`config.mk`:
```
export PLATFORM = sky130hd
export DESIGN_NAME = sc_sched
export DESIGN_NICKNAME = d
export VERILOG_FILES = /design/src/rtl/scsched_pkg.sv /design/src/rtl/sc_lowbit.sv /design/src/rtl/sc_portion_ctr.sv /design/src/rtl/sc_addr_gen.sv /design/src/rtl/sc_sched.sv
export SDC_FILE = /design/constraint.sdc
export NUM_CORES = 1
export LEC_CHECK = 0
export CORE_ASPECT_RATIO = 0.7
export CORE_MARGIN = 10
export CORE_UTILIZATION = 25
export DETAILED_ROUTE_END_ITERATION = 8
export HOLD_SLACK_MARGIN = 0.12
export SLEW_MARGIN = 20
export SYNTH_ARGS = -nofsm -noshare
export SYNTH_HDL_FRONTEND = slang
export SYNTH_HIERARCHICAL = 1
export SYNTH_SLANG_ARGS = --single-unit
```
`constraint.sdc`:
```
create_clock -name clk -period 2.1 [get_ports clk]
set_input_delay 0.315 -clock clk [delete_from_list [all_inputs] [get_ports clk]]
set_output_delay 0.315 -clock clk [all_outputs]
set_load 0.05 [all_outputs]
```
`src/rtl/scsched_pkg.sv`:
```
package scsched_pkg;

  typedef enum logic {ST_IDLE, ST_RUN} run_state_e;

  // Words of P values occupied by the results of stage l.
  function automatic int unsigned blk_words(int unsigned l, int unsigned p);
    return (l > p) ? (32'd1 << (l - p)) : 32'd1;
  endfunction

  // First word of the region holding stage l results.
  function automatic int unsigned llr_base(int unsigned l, int unsigned p);
    int unsigned acc;
    acc = 0;
    for (int unsigned k = 0; k < l; k++) acc += blk_words(k, p);
    return acc;
  endfunction

endpackage

```
`src/rtl/sc_lowbit.sv`:
```
module sc_lowbit #(
  parameter int W  = 4,
  parameter int IW = 2
) (
  input  logic [W-1:0]  vec,
  output logic [IW-1:0] pos
);
  // Index of the lowest set bit; an all-zero vector maps to W-1.
  always_comb begin
    pos = IW'(W - 1);
    for (int k = W - 1; k >= 0; k--) begin
      if (vec[k]) pos = IW'(k);
    end
  end
endmodule

```
`src/rtl/sc_portion_ctr.sv`:
```
module sc_portion_ctr #(
  parameter int N_LOG2 = 4,
  parameter int P_LOG2 = 1,
  parameter int STG_W  = 2,
  parameter int PS_W   = 2
) (
  input  logic             clk,
  input  logic             rst_n,
  input  logic             run,
  input  logic [STG_W-1:0] stage,
  output logic [PS_W-1:0]  portion,
  output logic             last
);
  logic [PS_W-1:0] lim;

  always_comb begin
    if (int'(stage) > P_LOG2) lim = PS_W'((1 << (int'(stage) - P_LOG2)) - 1);
    else                      lim = '0;
  end

  assign last = run && (portion == lim);

  always_ff @(posedge clk) begin
    if (!rst_n)              portion <= '0;
    else if (!run || last)   portion <= '0;
    else                     portion <= portion + 1'b1;
  end
endmodule

```
`src/rtl/sc_addr_gen.sv`:
```
module sc_addr_gen
  import scsched_pkg::*;
#(
  parameter int N_LOG2 = 4,
  parameter int P_LOG2 = 1,
  parameter int STG_W  = 2,
  parameter int PS_W   = 2,
  parameter int AW     = 4
) (
  input  logic [STG_W-1:0]  stage,
  input  logic [PS_W-1:0]   portion,
  output logic [AW-1:0]     rd_addr,
  output logic [AW-1:0]     wr_addr,
  output logic [N_LOG2-1:0] psum_idx
);
  logic [AW-1:0]     base_tab [N_LOG2+1];
  logic [STG_W:0]    src_stg;
  logic [N_LOG2-1:0] stage_pow;

  for (genvar g = 0; g <= N_LOG2; g++) begin : g_base
    assign base_tab[g] = AW'(llr_base(g, P_LOG2));
  end

  always_comb begin
    src_stg   = {1'b0, stage} + 1'b1;
    wr_addr   = base_tab[stage] + AW'(portion);
    rd_addr   = base_tab[src_stg] + (AW'(portion) << 1);
    stage_pow = N_LOG2'(1) << stage;
    psum_idx  = stage_pow - 1'b1 + (N_LOG2'(portion) << P_LOG2);
  end
endmodule

```
`src/rtl/sc_sched.sv`:
```
module sc_sched
  import scsched_pkg::*;
#(
  parameter int N_LOG2  = 4,
  parameter int P_LOG2  = 1,
  parameter bit PAIR_EN = 1'b1,
  localparam int STG_W  = (N_LOG2 > 1) ? $clog2(N_LOG2) : 1,
  localparam int PS_W   = (N_LOG2 - 1 - P_LOG2 > 0) ? (N_LOG2 - 1 - P_LOG2) : 1,
  localparam int AW     = $clog2(llr_base(N_LOG2 + 1, P_LOG2))
) (
  input  logic              clk,
  input  logic              rst_n,
  input  logic              start,
  output logic              busy,
  output logic              done,
  output logic [N_LOG2-1:0] bit_idx,
  output logic [STG_W-1:0]  stage,
  output logic [PS_W-1:0]   portion,
  output logic              fg_sel,
  output logic              pair_stage0,
  output logic [AW-1:0]     llr_rd_addr,
  output logic [AW-1:0]     llr_wr_addr,
  output logic [N_LOG2-1:0] psum_idx
);
  localparam int STEP = PAIR_EN ? 2 : 1;

  run_state_e        state_q;
  logic [N_LOG2-1:0] bit_q;
  logic [STG_W-1:0]  stg_q;
  logic              done_q;
  logic [N_LOG2:0]   i_inc;
  logic [N_LOG2-1:0] i_next;
  logic              wrap;
  logic [STG_W-1:0]  low_pos;
  logic              stage_end;
  logic              run;

  assign run    = (state_q == ST_RUN);
  assign i_inc  = {1'b0, bit_q} + (N_LOG2 + 1)'(STEP);
  assign i_next = i_inc[N_LOG2-1:0];
  assign wrap   = i_inc[N_LOG2];

  sc_lowbit #(.W(N_LOG2), .IW(STG_W)) u_low (
    .vec (i_next),
    .pos (low_pos)
  );

  sc_portion_ctr #(.N_LOG2(N_LOG2), .P_LOG2(P_LOG2), .STG_W(STG_W), .PS_W(PS_W)) u_portion (
    .clk     (clk),
    .rst_n   (rst_n),
    .run     (run),
    .stage   (stg_q),
    .portion (portion),
    .last    (stage_end)
  );

  sc_addr_gen #(.N_LOG2(N_LOG2), .P_LOG2(P_LOG2), .STG_W(STG_W), .PS_W(PS_W), .AW(AW)) u_addr (
    .stage    (stg_q),
    .portion  (portion),
    .rd_addr  (llr_rd_addr),
    .wr_addr  (llr_wr_addr),
    .psum_idx (psum_idx)
  );

  always_ff @(posedge clk) begin
    if (!rst_n) begin
      state_q <= ST_IDLE;
      bit_q   <= '0;
      stg_q   <= STG_W'(N_LOG2 - 1);
      done_q  <= 1'b0;
    end else begin
      done_q <= 1'b0;
      unique case (state_q)
        ST_IDLE: begin
          if (start) begin
            state_q <= ST_RUN;
            bit_q   <= '0;
            stg_q   <= STG_W'(N_LOG2 - 1);
          end
        end
        ST_RUN: begin
          if (stage_end) begin
            if (stg_q != '0) begin
              stg_q <= stg_q - 1'b1;
            end else if (wrap) begin
              state_q <= ST_IDLE;
              done_q  <= 1'b1;
              bit_q   <= '0;
              stg_q   <= STG_W'(N_LOG2 - 1);
            end else begin
              bit_q <= i_next;
              stg_q <= low_pos;
            end
          end
        end
        default: state_q <= ST_IDLE;
      endcase
    end
  end

  assign busy        = run;
  assign done        = done_q;
  assign bit_idx     = bit_q;
  assign stage       = stg_q;
  assign fg_sel      = bit_q[stg_q];
  assign pair_stage0 = PAIR_EN && run && (stg_q == '0);
endmodule

```
==> results of run 1 <==
[state kept, by name, summed over array words and instances, names as in the netlist]
name / count
done: 1
bit_idx: 3
stage: 2
busy: 1
u_portion/portion: 2
[through the flow]
step           std cells  total power (µW)  cell area, µm²  hold WS [ps]
2_1_floorplan         98             255.4           870.8         403.0
3_3_place_gp         168             301.4            1314         543.5
3_5_place_dp         168             301.9            1314         548.2
4_1_cts              175             515.8            1431         557.7
5_1_grt              176             540.8            1439         604.3
6_report             176             510.2            1439         553.9
[worst paths after layout]
check                          start                       to  slack, ps
max            stage[1]$_SDFFE_PN1P_              psum_idx[3]       -260
min          bit_idx[2]$_SDFFE_PN0P_  bit_idx[2]$_SDFFE_PN0P_        550
max reg2reg    stage[1]$_SDFFE_PN1P_  bit_idx[3]$_SDFFE_PN0P_        290
min reg2reg  bit_idx[2]$_SDFFE_PN0P_  bit_idx[2]$_SDFFE_PN0P_        550
[worst max-delay path: stages, from the launching register on]
cell and delay (ps):
dfxtp_4 340, nand2b_4 150, ha_4 220, inv_2 60, ha_4 120, inv_2 30, fa_2 390, xnor2_4 200
xnor2_4 150, buf_12 160
[final cells by class]
class | instances | area (µm²) | share of cell area, %
clock buffers | 4 | 45.04 | 3.130
inverters | 16 | 68.82 | 4.783
multi-input cells | 71 | 643.1 | 44.70
flip-flops and latches | 9 | 192.7 | 13.39
well taps | 36 | 45.04 | 3.130
repair buffers | 40 | 444.2 | 30.87
[metal layers]
layer / GRT usage [%] / share of wire (%) / up-vias
met4: 3.629 / 1.3 / 0
met2: 13.51 / 47 / 16
met1: 11.04 / 48 / 375
met3: 1.823 / 3.6 / 2
li1: - / - / 405
met5: 0 / 0 / -
[power by group]
part	internal (µW)	switching, µW
combinational	57.2	73.2
sequential	171	1.30
clock	133	74.6
[repair_timing]
action	4_1_cts	5_1_grt
resized for setup	16	0
hold buffers	0	0
buffers inserted	4	1
pin swaps	6	2
setup endpoints to repair	6	6
==> results.ini, run 1 <==
[floorplanning]
die_y_um = 66.46
start_util_pct = 26.74
dieArea_um2 = 5739
coreArea_um2 = 2883
rows = 16
boundaryPins = 27
die_width_um = 86.37

[cells_and_area]
nFillCells = 274
drive_gt1_share_pct = 43.57
final_cell_mix = 19 x buf_4, 11 x clkdlybuf4s50_1, 9 x buf_12, 7 x inv_1, 7 x nand2_1
antenna_cells = 0
final_common_cell = buf_4
areaGrowthSynthToFinish_pct = 86.69
nets = 155
utilization_pct = 49.91

[grt]
grt_remaining_overflow = 0
grtUsageTotal_pct = 8.567
antenna_found_initial = 0
grt_pass1_vias = 805
grt_max_degree = 12
grt_pass1_wl_um = 3953

[setup_path]
cp_data_required_time_ps = 1780
reg2reg_depth = 8
cp.arrival_ps = 2050
start_kind = flop
worst-setup-path-type = reg2out
cp-end-kind = output port
crit_fanout = 3

[cts]
cts_root_buf = clkbuf_8
cts_max_level = 1
ctsLongestPathBuffers = 2
cts_tree = yes
cts_buffers = 3
clk_pin_slew_worst_paths_ps = 50
clk_latency_ps = 230
cts.sinks = 9

[timing]
setup_viol = 6
slew-limit-headroom_pct = 65.10
fin_ws_ps = -260.4
fin_setup_tns_ps = -815.3
fin_crit_sh_pct = 112.4
fmax_ghz = 0.4237
tightestPinTransition_ps = 521.8
hold_viol = 0
fin_worst_skew_ps = 0.9452
finalCriticalPeriod_ps = 2360
slew_viol_final = 0
rsz0062_at_grt = yes

[place]
place_ws_ps = -100.7
gp_congestion = 0.7877
detailedPlacementHpwl_um = 1932
port-buffer-count = 25

[detailed_routing]
ant_nets = 0
vias_per_cell = 4.534
routedWlPerCell_um = 13.53
drt_iter0_drc = 43
wl_um = 2382
vias = 798
drcViolationCount = 0
dr.pass1.iters = 4

[status]
status = complete, but fails checks
violations = negative setup slack

[min_path]
min_path_cells = 2
hold_class = reg2reg

[power]
ir_worst_vdd_mv = 0.2065
powerDensity_nw_per_um2 = 354.6
power_leakage_uw = 0.0005911

[run]
cap_violations = 0

[synth]
avgSynthCellArea_um2 = 8.029
syn_area_um2 = 770.7
yosysWarningCount = 6
syn_inst = 96

(Power assumes the default switching activity.)
==> inputs of run 2 (changes only) <==
--- a/config.mk
+++ b/config.mk
@@ -15,3 +15,4 @@
 export SYNTH_HDL_FRONTEND = slang
 export SYNTH_HIERARCHICAL = 1
 export SYNTH_SLANG_ARGS = --single-unit
+export TNS_END_PERCENT = 1
==> results.ini, run 2 (synthesized netlist as in run 1, its figures left out) <==
[cts]
cts.sinks = 9  ; unchanged
cts_max_level = 1  ; unchanged
ctsHoldBuffers = 0  ; unchanged
cts_root_buf = clkbuf_8  ; unchanged
clk_latency_ps = 230  ; about the same
cts_tree = yes  ; unchanged
ctsLongestPathBuffers = 2  ; unchanged
cts_buffers = 3  ; unchanged
clk_pin_slew_worst_paths_ps = 40  ; was 50 ps

[setup_path]
cp-endpoint = psum_idx[3]  ; unchanged
path_buf_inv = 3  ; unchanged
cpMaxStageDelayCell = fa_2  ; unchanged
cpLargestDelayFamily = adder cells  ; unchanged
start_kind = flop  ; unchanged
r2r_slack_ps = 230  ; was 290 ps
r2r-start = stage[0]$_SDFFE_PN1P_  ; was stage[1]$_SDFFE_PN1P_
reg2reg_depth = 8  ; unchanged
cp_data_required_time_ps = 1780  ; about the same
crit_fanout = 3  ; unchanged
path_cells = nand2b_4, ha_4, inv_2, ha_4, inv_2, fa_2, xnor2_4, xnor2_4, buf_12  ; unchanged
cp-end-kind = output port  ; unchanged
cp_num_cells = 9  ; unchanged
cp-startpoint = stage[1]$_SDFFE_PN1P_  ; unchanged
critPathMaxStageDelay_ps = 390  ; about the same
cp.arrival_ps = 2030  ; was 2050 ps
worst-setup-path-type = reg2out  ; unchanged
rr_endpoint = bit_idx[3]$_SDFFE_PN0P_  ; unchanged

[timing]
fin_ws_ps = -246.6  ; was -260.4 ps
fmax_ghz = 0.4262  ; was 0.4237 GHz
whs_ps = 575.2  ; was 553.9 ps
hold_viol = 0  ; unchanged
slew_viol_final = 0  ; unchanged
tightestPinTransition_ps = 503.8  ; was 521.8 ps
fin_crit_sh_pct = 111.7  ; was 112.4%
finalCriticalPeriod_ps = 2347  ; was 2360 ps
setup_viol = 6  ; unchanged
rsz0062_at_grt = yes  ; unchanged
slew-limit-headroom_pct = 66.31  ; was 65.10%
fin_setup_tns_ps = -844.7  ; was -815.3 ps
fin_worst_skew_ps = 1.630  ; was 0.9452 ps

[detailed_routing]
vias = 814  ; was 798
drcViolationCount = 0  ; unchanged
vias_per_cell = 4.678  ; was 4.534
ant_nets = 0  ; unchanged
drt_iter0_drc = 36  ; was 43
dr.pass1.iters = 4  ; unchanged
wl_um = 2222  ; was 2382 µm
routedWlPerCell_um = 12.77  ; was 13.53 µm

[cells_and_area]
drive_gt1_share_pct = 39.13  ; was 43.57%
nFillCells = 297  ; was 274
final_common_cell = buf_4  ; unchanged
stdcell_area_um2 = 1389  ; was 1439 µm²
nets = 153  ; was 155
final_cell_mix = 18 x buf_4, 11 x clkdlybuf4s50_1, 9 x inv_1, 9 x buf_12  ; was 19 x buf_4, 11 x clkdlybuf4s50_1, 9 x buf_12, 7 x inv_1, 7 x nand2_1
antenna_cells = 0  ; unchanged
areaGrowthSynthToFinish_pct = 80.19  ; was 86.69%
largest_reg_flops = 3  ; unchanged

[place]
place_ws_ps = -123.6  ; was -100.7 ps
gp_congestion = 0.7922  ; was 0.7877
detailedPlacementHpwl_um = 1798  ; was 1932 µm
port-buffer-count = 25  ; unchanged
placed_area_um2 = 1290  ; was 1314 µm²

[status]
violations = negative setup slack  ; unchanged
status = complete, but fails checks  ; unchanged

[min_path]
hold_class = reg2reg  ; unchanged

[floorplanning]
die_width_um = 86.37  ; unchanged
die_y_um = 66.46  ; unchanged
start_util_pct = 26.74  ; unchanged
coreArea_um2 = 2883  ; unchanged
dieArea_um2 = 5739  ; unchanged
boundaryPins = 27  ; unchanged
rows = 16  ; unchanged

[power]
clkPwrFrac_pct = 40.4  ; was 40.7%
power.internal_uw = 358.1  ; was 361.1 µW
p_sw_uw = 142.3  ; was 149.2 µW
powerDensity_nw_per_um2 = 360.3  ; was 354.6 nW/µm²
power_leakage_uw = 0.0005826  ; was 0.0005911 µW
ir_worst_vdd_mv = 0.2965  ; was 0.2065 mV
comb_power_share_pct = 25.1  ; was 25.6%
sw_frac_of_total_pct = 28.44  ; was 29.24%
power.total_uw = 500.4  ; was 510.2 µW
seqPwrFrac_pct = 34.5  ; was 33.8%

[grt]
grt_pass1_wl_um = 3712  ; was 3953 µm
grtUsageTotal_pct = 7.915  ; was 8.567%
antenna_found_initial = 0  ; unchanged
grt_max_degree = 14  ; was 12
grt_remaining_overflow = 0  ; unchanged
grt_pass1_vias = 785  ; was 805

[run]
cap_violations = 0  ; unchanged

[run 2: worst min path at each step]
stage	startpoint	end	slack, ps	cells past startpoint
floorplan	rst_n	stage[1]$_SDFFE_PN1P_	400	1
global placement	bit_idx[2]$_SDFFE_PN0P_	bit_idx[2]$_SDFFE_PN0P_	550	2
detailed placement	u_portion/portion[0]$_SDFF_PP0_	u_portion/portion[0]$_SDFF_PP0_	560	2
CTS	u_portion/portion[0]$_SDFF_PP0_	u_portion/portion[0]$_SDFF_PP0_	570	2
global route	u_portion/portion[0]$_SDFF_PP0_	u_portion/portion[0]$_SDFF_PP0_	610	2
finish	bit_idx[2]$_SDFFE_PN0P_	bit_idx[2]$_SDFFE_PN0P_	580	2
[run 2: area by class of cell]
type	count	area [µm²]	area share, %
sequential	9	192.7	13.87
multi-input combinational	71	620.6	44.68
timing repair buffer	38	425.4	30.63
clock buffer	4	45.04	3.243
tap	36	45.04	3.243
inverter	16	60.06	4.324
[run 2: what timing repair did]
| item | 4_1_cts | 5_1_grt |
|---|---|---|
| setup endpoints to repair | 5 | 6 |
| setup buffers | 1 | 0 |
| resized for setup | 7 | 7 |
| pin swaps | 4 | 1 |
[run 2: tightest hold or removal path, cell delays in order (launching register included)]
cell and delay (ps):
dfxtp_1 370, nand3_1 100, a21oi_1 60
[run 2: power groups by stage]
stage / clock network, µW / logic [µW] / registers, µW
global route: 216 / 133 / 173
CTS: 204 / 126 / 173
detailed placement: 0 / 121 / 176
global placement: 0 / 121 / 176
finish: 202 / 126 / 173
floorplan: 0 / 63.2 / 188
[run 2: per-stage QoR]
stage / instances / util, %
6_report: 174 / 48.18
5_1_grt: 174 / 48.18
4_1_cts: 174 / 47.40
3_5_place_dp: 169 / 44.75
3_3_place_gp: 169 / 44.75
2_1_floorplan: 98 / -
[run 2: per-layer routing]
metal | routed length, µm | track usage (%) | part of all wire (%) | vias up
met5 | 0 | 0 | 0 | -
met4 | 40 | 3.629 | 1.8 | 0
met3 | 105 | 1.580 | 4.7 | 4
met2 | 1108 | 12.96 | 50 | 23
met1 | 968 | 9.793 | 44 | 387
li1 | - | - | - | 400
